**config.mk**
```make
export PLATFORM = sky130hd
export DESIGN_NAME = pdma_port
export DESIGN_NICKNAME = d
export VERILOG_FILES = /design/src/rtl/pdma_pkg.sv /design/src/rtl/pdma_lanes.sv /design/src/rtl/pdma_counters.sv /design/src/rtl/pdma_fsm.sv /design/src/rtl/pdma_port.sv
export SDC_FILE = /design/constraint.sdc
export NUM_CORES = 1
export LEC_CHECK = 0
export BUFFER_PORTS_ARGS = -buffer_cell sky130_fd_sc_hd__buf_2
export CAP_MARGIN = 25
export CORE_MARGIN = 8
export CORE_UTILIZATION = 26
export CTS_BUF_LIST = sky130_fd_sc_hd__clkbuf_16
export CTS_CLUSTER_DIAMETER = 40
export DETAILED_ROUTE_END_ITERATION = 6
export GPL_ROUTABILITY_DRIVEN = 0
export MAX_ROUTING_LAYER = met4
export SYNTH_ARGS = -nofsm -noshare
export SYNTH_HDL_FRONTEND = slang
export SYNTH_SLANG_ARGS = --single-unit
```
**constraint.sdc**
```tcl
create_clock -name clk -period 8.45 [get_ports clk]
set_input_delay 0.845 -clock clk [delete_from_list [all_inputs] [get_ports clk]]
set_output_delay 0.845 -clock clk [all_outputs]
set_load 0.02 [all_outputs]
```
**src/rtl/pdma_pkg.sv**
```systemverilog
package pdma_pkg;
    typedef enum logic [1:0] {
        ST_IDLE   = 2'd0,
        ST_ACTIVE = 2'd1,
        ST_FINISH = 2'd2
    } pdma_state_e;

    localparam logic [1:0] SIZE_BYTE = 2'd1;
    localparam logic [1:0] SIZE_HALF = 2'd2;
endpackage

```
**src/rtl/pdma_lanes.sv**
```systemverilog
// Access decode and byte-lane steering: decides whether an access is
// accepted, how many bytes it moves, and how data maps onto the lanes.
module pdma_lanes #(
    parameter int LEN_W = 8
) (
    input  logic             acc_valid_i,
    input  logic             acc_write_i,
    input  logic [1:0]       acc_size_i,
    input  logic [15:0]      acc_wdata_i,
    input  logic [7:0]       rbyte0_i,
    input  logic [7:0]       rbyte1_i,
    input  logic [LEN_W-1:0] len_rem_i,
    input  logic             tc_zero_i,
    output logic             go_o,
    output logic             move_two_o,
    output logic [1:0]       lane_we_o,
    output logic [7:0]       lane0_o,
    output logic [7:0]       lane1_o,
    output logic [15:0]      rdata_o
);
    import pdma_pkg::*;

    logic size_ok;
    logic is_half;
    logic has_len;
    logic two_left;
    logic wr_block;

    always_comb begin
        is_half  = (acc_size_i == SIZE_HALF);
        size_ok  = (acc_size_i == SIZE_BYTE) || is_half;
        has_len  = (len_rem_i != '0);
        two_left = (len_rem_i > LEN_W'(1));
        wr_block = acc_write_i && tc_zero_i;
        go_o       = acc_valid_i && size_ok && has_len && !wr_block;
        move_two_o = go_o && is_half && two_left;
    end

    always_comb begin
        lane_we_o[0] = go_o && acc_write_i;
        lane_we_o[1] = move_two_o && acc_write_i;
        lane0_o      = is_half ? acc_wdata_i[15:8] : acc_wdata_i[7:0];
        lane1_o      = acc_wdata_i[7:0];
    end

    always_comb begin
        rdata_o = 16'h0000;
        if (go_o && !acc_write_i) begin
            if (is_half) begin
                rdata_o[15:8] = rbyte0_i;
                rdata_o[7:0]  = move_two_o ? rbyte1_i : 8'h00;
            end else begin
                rdata_o[7:0]  = rbyte0_i;
            end
        end
    end
endmodule

```
**src/rtl/pdma_counters.sv**
```systemverilog
// Index, remaining-count and transfer-counter registers.
module pdma_counters #(
    parameter int IDX_W = 6,
    parameter int LEN_W = 8,
    parameter int TC_W  = 24,
    parameter int SEL_W = 2
) (
    input  logic             clk,
    input  logic             rst_n,
    input  logic             arm_i,
    input  logic [SEL_W-1:0] arm_sel_i,
    input  logic [IDX_W-1:0] arm_start_i,
    input  logic [LEN_W-1:0] arm_len_i,
    input  logic             tc_load_i,
    input  logic [TC_W-1:0]  tc_load_val_i,
    input  logic             go_i,
    input  logic             move_two_i,
    input  logic             is_write_i,
    output logic [SEL_W-1:0] sel_o,
    output logic [IDX_W-1:0] start_o,
    output logic [IDX_W-1:0] cur_o,
    output logic [LEN_W-1:0] len_o,
    output logic [TC_W-1:0]  tc_o,
    output logic             last_o
);
    logic [LEN_W-1:0] moved_len;
    logic [IDX_W-1:0] moved_idx;
    logic [TC_W-1:0]  moved_tc;
    logic [TC_W-1:0]  tc_dec;

    always_comb begin
        moved_len = move_two_i ? LEN_W'(2) : LEN_W'(1);
        moved_idx = move_two_i ? IDX_W'(2) : IDX_W'(1);
        moved_tc  = move_two_i ? TC_W'(2)  : TC_W'(1);
        tc_dec    = (tc_o < moved_tc) ? '0 : (tc_o - moved_tc);
        last_o    = go_i && (len_o == moved_len);
    end

    always_ff @(posedge clk) begin
        if (!rst_n) begin
            sel_o   <= '0;
            start_o <= '0;
            cur_o   <= '0;
            len_o   <= '0;
        end else if (arm_i) begin
            sel_o   <= arm_sel_i;
            start_o <= arm_start_i;
            cur_o   <= arm_start_i;
            len_o   <= arm_len_i;
        end else if (go_i) begin
            cur_o   <= cur_o + moved_idx;
            len_o   <= len_o - moved_len;
        end
    end

    always_ff @(posedge clk) begin
        if (!rst_n) begin
            tc_o <= '0;
        end else if (tc_load_i) begin
            tc_o <= tc_load_val_i;
        end else if (go_i && is_write_i && !arm_i) begin
            tc_o <= tc_dec;
        end
    end
endmodule

```
**src/rtl/pdma_fsm.sv**
```systemverilog
// Transfer sequencer: IDLE / ACTIVE / FINISH.
module pdma_fsm (
    input  logic clk,
    input  logic rst_n,
    input  logic arm_i,
    input  logic arm_empty_i,
    input  logic last_i,
    output logic drq_o,
    output logic done_o
);
    import pdma_pkg::*;

    pdma_state_e state_q;
    pdma_state_e state_d;

    always_ff @(posedge clk) begin
        if (!rst_n) state_q <= ST_IDLE;
        else        state_q <= state_d;
    end

    always_comb begin
        state_d = state_q;
        unique case (state_q)
            ST_IDLE: begin
                if (arm_i) state_d = arm_empty_i ? ST_FINISH : ST_ACTIVE;
            end
            ST_ACTIVE: begin
                if (arm_i)       state_d = arm_empty_i ? ST_FINISH : ST_ACTIVE;
                else if (last_i) state_d = ST_FINISH;
            end
            ST_FINISH: begin
                if (arm_i) state_d = arm_empty_i ? ST_FINISH : ST_ACTIVE;
                else       state_d = ST_IDLE;
            end
            default: state_d = ST_IDLE;
        endcase
    end

    always_comb begin
        drq_o  = 1'b0;
        done_o = 1'b0;
        unique case (state_q)
            ST_IDLE:   ;
            ST_ACTIVE: drq_o  = 1'b1;
            ST_FINISH: done_o = 1'b1;
            default:   ;
        endcase
    end
endmodule

```
**src/rtl/pdma_port.sv**
```systemverilog
module pdma_port #(
    parameter int IDX_W = 6,
    parameter int LEN_W = 8,
    parameter int TC_W  = 24,
    parameter int SEL_W = 2
) (
    input  logic             clk,
    input  logic             rst_n,
    input  logic             arm_i,
    input  logic [SEL_W-1:0] arm_sel_i,
    input  logic [IDX_W-1:0] arm_start_i,
    input  logic [LEN_W-1:0] arm_len_i,
    input  logic             tc_load_i,
    input  logic [TC_W-1:0]  tc_load_val_i,
    input  logic             acc_valid_i,
    input  logic             acc_write_i,
    input  logic [1:0]       acc_size_i,
    input  logic [15:0]      acc_wdata_i,
    output logic [15:0]      acc_rdata_o,
    input  logic [7:0]       buf_rbyte0_i,
    input  logic [7:0]       buf_rbyte1_i,
    output logic [SEL_W-1:0] buf_sel_o,
    output logic [IDX_W-1:0] buf_addr_o,
    output logic [1:0]       buf_we_o,
    output logic [7:0]       buf_wbyte0_o,
    output logic [7:0]       buf_wbyte1_o,
    output logic [TC_W-1:0]  tc_o,
    output logic             drq_o,
    output logic             done_o,
    output logic [IDX_W-1:0] xfer_count_o
);
    logic             go;
    logic             move_two;
    logic             last;
    logic [IDX_W-1:0] start_q;
    logic [IDX_W-1:0] cur_q;
    logic [LEN_W-1:0] len_q;
    logic [TC_W-1:0]  tc_q;
    logic             arm_empty;

    assign arm_empty = (arm_len_i == '0);

    pdma_lanes #(.LEN_W(LEN_W)) u_lanes (
        .acc_valid_i (acc_valid_i),
        .acc_write_i (acc_write_i),
        .acc_size_i  (acc_size_i),
        .acc_wdata_i (acc_wdata_i),
        .rbyte0_i    (buf_rbyte0_i),
        .rbyte1_i    (buf_rbyte1_i),
        .len_rem_i   (len_q),
        .tc_zero_i   (tc_q == '0),
        .go_o        (go),
        .move_two_o  (move_two),
        .lane_we_o   (buf_we_o),
        .lane0_o     (buf_wbyte0_o),
        .lane1_o     (buf_wbyte1_o),
        .rdata_o     (acc_rdata_o)
    );

    pdma_counters #(
        .IDX_W(IDX_W), .LEN_W(LEN_W), .TC_W(TC_W), .SEL_W(SEL_W)
    ) u_cnt (
        .clk           (clk),
        .rst_n         (rst_n),
        .arm_i         (arm_i),
        .arm_sel_i     (arm_sel_i),
        .arm_start_i   (arm_start_i),
        .arm_len_i     (arm_len_i),
        .tc_load_i     (tc_load_i),
        .tc_load_val_i (tc_load_val_i),
        .go_i          (go && !arm_i),
        .move_two_i    (move_two),
        .is_write_i    (acc_write_i),
        .sel_o         (buf_sel_o),
        .start_o       (start_q),
        .cur_o         (cur_q),
        .len_o         (len_q),
        .tc_o          (tc_q),
        .last_o        (last)
    );

    pdma_fsm u_fsm (
        .clk         (clk),
        .rst_n       (rst_n),
        .arm_i       (arm_i),
        .arm_empty_i (arm_empty),
        .last_i      (last),
        .drq_o       (drq_o),
        .done_o      (done_o)
    );

    assign buf_addr_o   = cur_q;
    assign tc_o         = tc_q;
    assign xfer_count_o = cur_q - start_q;
endmodule

```
==> impl_metrics.csv <==
group,metric,value,unit
timing,timing.fmax,218,MHz
clocking,root_buffer,"clkbuf_16",
timing,rsz0062_at_grt,"false",
drt,wl_per_cell,16.5,microns
pwr,swShare,35.3,%
global_route,grt_pass1_vias,4007,
timing,layout_setup_ws,3.87,ns
floorplanning,num_io_pins,154,
logic_synthesis,synth_cell_types,62,
critical_path,required,8.67,ns
pwr,fin_total_pwr,0.731,mW
global_route,grt_max_degree,49,
timing,slew_headroom,43.2,%
global_route,met3_usage,3.07,%
final_layout,final_cell_count_no_fill,763,
logic_synthesis,synth_seq_cells,48,
drt,num_vias,3882,
logic_synthesis,syn_avg_cell_area,7.70,sq um
pwr,pwr-share-seq,36.1,%
critical_path,endpoint_kind,"register",
final_layout,diodes,0,
global_route,track_usage,14.2,%
final_layout,mostFrequentLayoutCell,"buf_2",
clocking,cts_made_buffers,5,
critical_path,start_kind,"primary input",
pwr,vdd_drop_max,0.0000848,V
floorplanning,rows,42,
floorplanning,initial_core_util,26.7,%
worst_hold_path,hold_class,"reg2reg",
place,dp_slack,3.59,ns
clocking,cts_sinks,48,
timing,timing.final.crit_share,54.2,%
logic_synthesis,synth-warning-count,0,
floorplanning,dieArea,0.0176,sq mm
timing,finalHoldViolCount,0,
global_route,met2_usage,25.2,%
pwr,intPower,0.473,mW
drt,drt-initial-drc-count,195,
final_layout,final_cell_mix,"153 x buf_2, 48 x dfxtp_1, 37 x nand2_1, 34 x o21ai_0, 34 x a21oi_1",
timing,final_max_slew_viol_count,0,
logic_synthesis,syn_area,0.00354,sq mm
drt,postRouteWirelength,12.6,mm
logic_synthesis,synth-edff-count,0,
global_route,antenna_found_initial,0,
logic_synthesis,syn_inst,460,
clocking,clkTransAtPathRegs,0.07,ns
clocking,tritoncts,"done",
logic_synthesis,synth_fp_nets,556,
logic_synthesis,ys_async_sr_fraction,0,%
floorplanning,dieHeight,133,microns
critical_path,arrival,4.80,ns
global_route,use_met1,15.9,%
logic_synthesis,synthFlopType,"dfxtp_1",
status,outcome,"completed",
clocking,cts_hold_buf,0,
timing,fin_skew,0.0101,ns
final_layout,area_growth,27.3,%
place,place_inst,755,
clocking,post-cts-setup-buffers,0,
drt,drc,0,
clocking,cts.path.max_buffers,2,
drt,via_per_inst,5.09,
critical_path,ff2ff_setup_slack,4.16,ns
final_layout,nets,682,
floorplanning,die_w,133,microns
final_layout,multi_input_area,0.00231,sq mm
pwr,p_per_area,162,mW/mm^2
global_route,grt_busiest_layer,"met2",
clocking,clk_latency,0.29,ns
clocking,cts_resized,0,
timing,setup-tns-final,0,ns
pwr,p_sw,0.258,mW
global_route,grt-ovfl-total,0,
critical_path,path_class,"in2reg",
logic_synthesis,yosysSeqAreaShare,27.1,%
drt,final_antenna_net_count,0,
pwr,pwr-share-clk,31.2,%
timing,tightest_slew,0.852,ns
place,dp_hpwl,9.99,mm
final_layout,drive_gt1_share,31.0,%
run,cap_viol_max_count,0,
pwr,cellLeakagePower,2.09,nW
final_layout,fillCellCount,1411,
global_route,grt_pass1_wl,20.3,mm
final_layout,regArea,961,sq um
critical_path,worst-path-max-fanout,25,
pwr,pwr-share-comb,32.7,%
timing,fin_crit,4.58,ns
timing,setup_viol,0,
drt,dr.pass1.iters,5,
timing,timing.hold.ws,0.518,ns
floorplanning,core,0.0133,sq mm
place,numPortBuffers,153,
clocking,h-tree-depth,2,
==> worst max-delay path, cell delays in order <==
cell      delay, ns
buf_2          0.10
inv_1          0.05
ha_1           0.68
o21ai_1        0.22
nor2_2         0.52
inv_1          0.28
ha_1           0.28
fa_1           0.43
nor3b_2        0.22
nand4_1        0.13
or2_1          0.44
o21ai_0        0.17
a211o_1        0.31
a21boi_1       0.12
==> path summary, 6_finish.rpt <==
check	start	to	cells past startpoint
max	acc_size_i[0]	u_cnt.tc_o[13]	14
min	u_cnt.start_o[4]	u_cnt.start_o[4]	2
max reg2reg	u_cnt.tc_o[15]	u_cnt.tc_o[19]	13
min reg2reg	u_cnt.start_o[4]	u_cnt.start_o[4]	2
==> metrics by stage <==
step	util [%]	instance area (sq um)
2_1_floorplan	-	3540
3_3_place_gp	32.7	4350
3_5_place_dp	32.7	4350
4_1_cts	33.9	4510
5_1_grt	33.9	4510
6_report	33.9	4510
==> cell usage after synthesis (5+ instances only) <==
library cell | number | area share (%)
nand3_1 | 17 | 2.4
mux2i_1 | 9 | 2.5
xor2_1 | 5 | 1.2
ha_1 | 12 | 4.2
nand2_1 | 37 | 3.9
nor4_1 | 9 | 1.6
o21ai_0 | 34 | 4.8
nor2_1 | 32 | 3.4
buf_4 | 8 | 1.7
dfxtp_1 | 48 | 27
o21a_1 | 10 | 2.1
a21o_1 | 5 | 1.1
mux2_2 | 8 | 2.5
a21oi_1 | 34 | 4.8
nor3_1 | 18 | 2.5
a32oi_1 | 5 | 1.2
xnor2_1 | 10 | 2.5
and3_1 | 14 | 2.5
inv_1 | 22 | 2.3
nand4_1 | 5 | 0.88
nor2b_1 | 25 | 4.4
clkbuf_1 | 18 | 1.9
==> sequential cells by signal, summed over array words and instances (netlist names) <==
signal / count
u_cnt.tc_o: 24
u_cnt.sel_o: 2
u_fsm.state_q: 2
u_cnt.cur_o: 6
u_cnt.len_o: 8
u_cnt.start_o: 6
==> per-layer routing <==
metal	vias to the layer above	wire length [microns]
met5	-	0
li1	1893	-
met2	151	6240
met3	12	813
met1	1826	5370
met4	0	131
==> cell families after synthesis <==
family / Yosys count / share of synthesized area [%]
buffers and inverters: 57 / 7.66
AND/OR/NAND/NOR: 187 / 28.8
adder cells (fa/ha/maj): 16 / 6.50
XOR/XNOR: 15 / 3.71
AO/OA/AOI/OAI: 120 / 21.2
flip-flops: 48 / 27.1
multiplexers: 17 / 5.08
==> area by class of cell <==
class                           instances  share of cell area (%)
Inverter                               22                    1.83
Clock buffer                            5                    2.77
Tap cell                              176                    4.88
Timing Repair Buffer                  154                    17.1
Clock inverter                          3                   0.832
Multi-Input combinational cell        355                    51.2
Sequential cell                        48                    21.3
==> power groups by stage <==
stage               combinational [mW]  clock, mW  sequential [mW]
floorplan                        0.155          0            0.275
global placement                 0.236          0            0.268
detailed placement               0.238          0            0.269
CTS                              0.240      0.231            0.263
global route                     0.264      0.240            0.266
finish                           0.239      0.228            0.264
(Power assumes the default switching activity.)
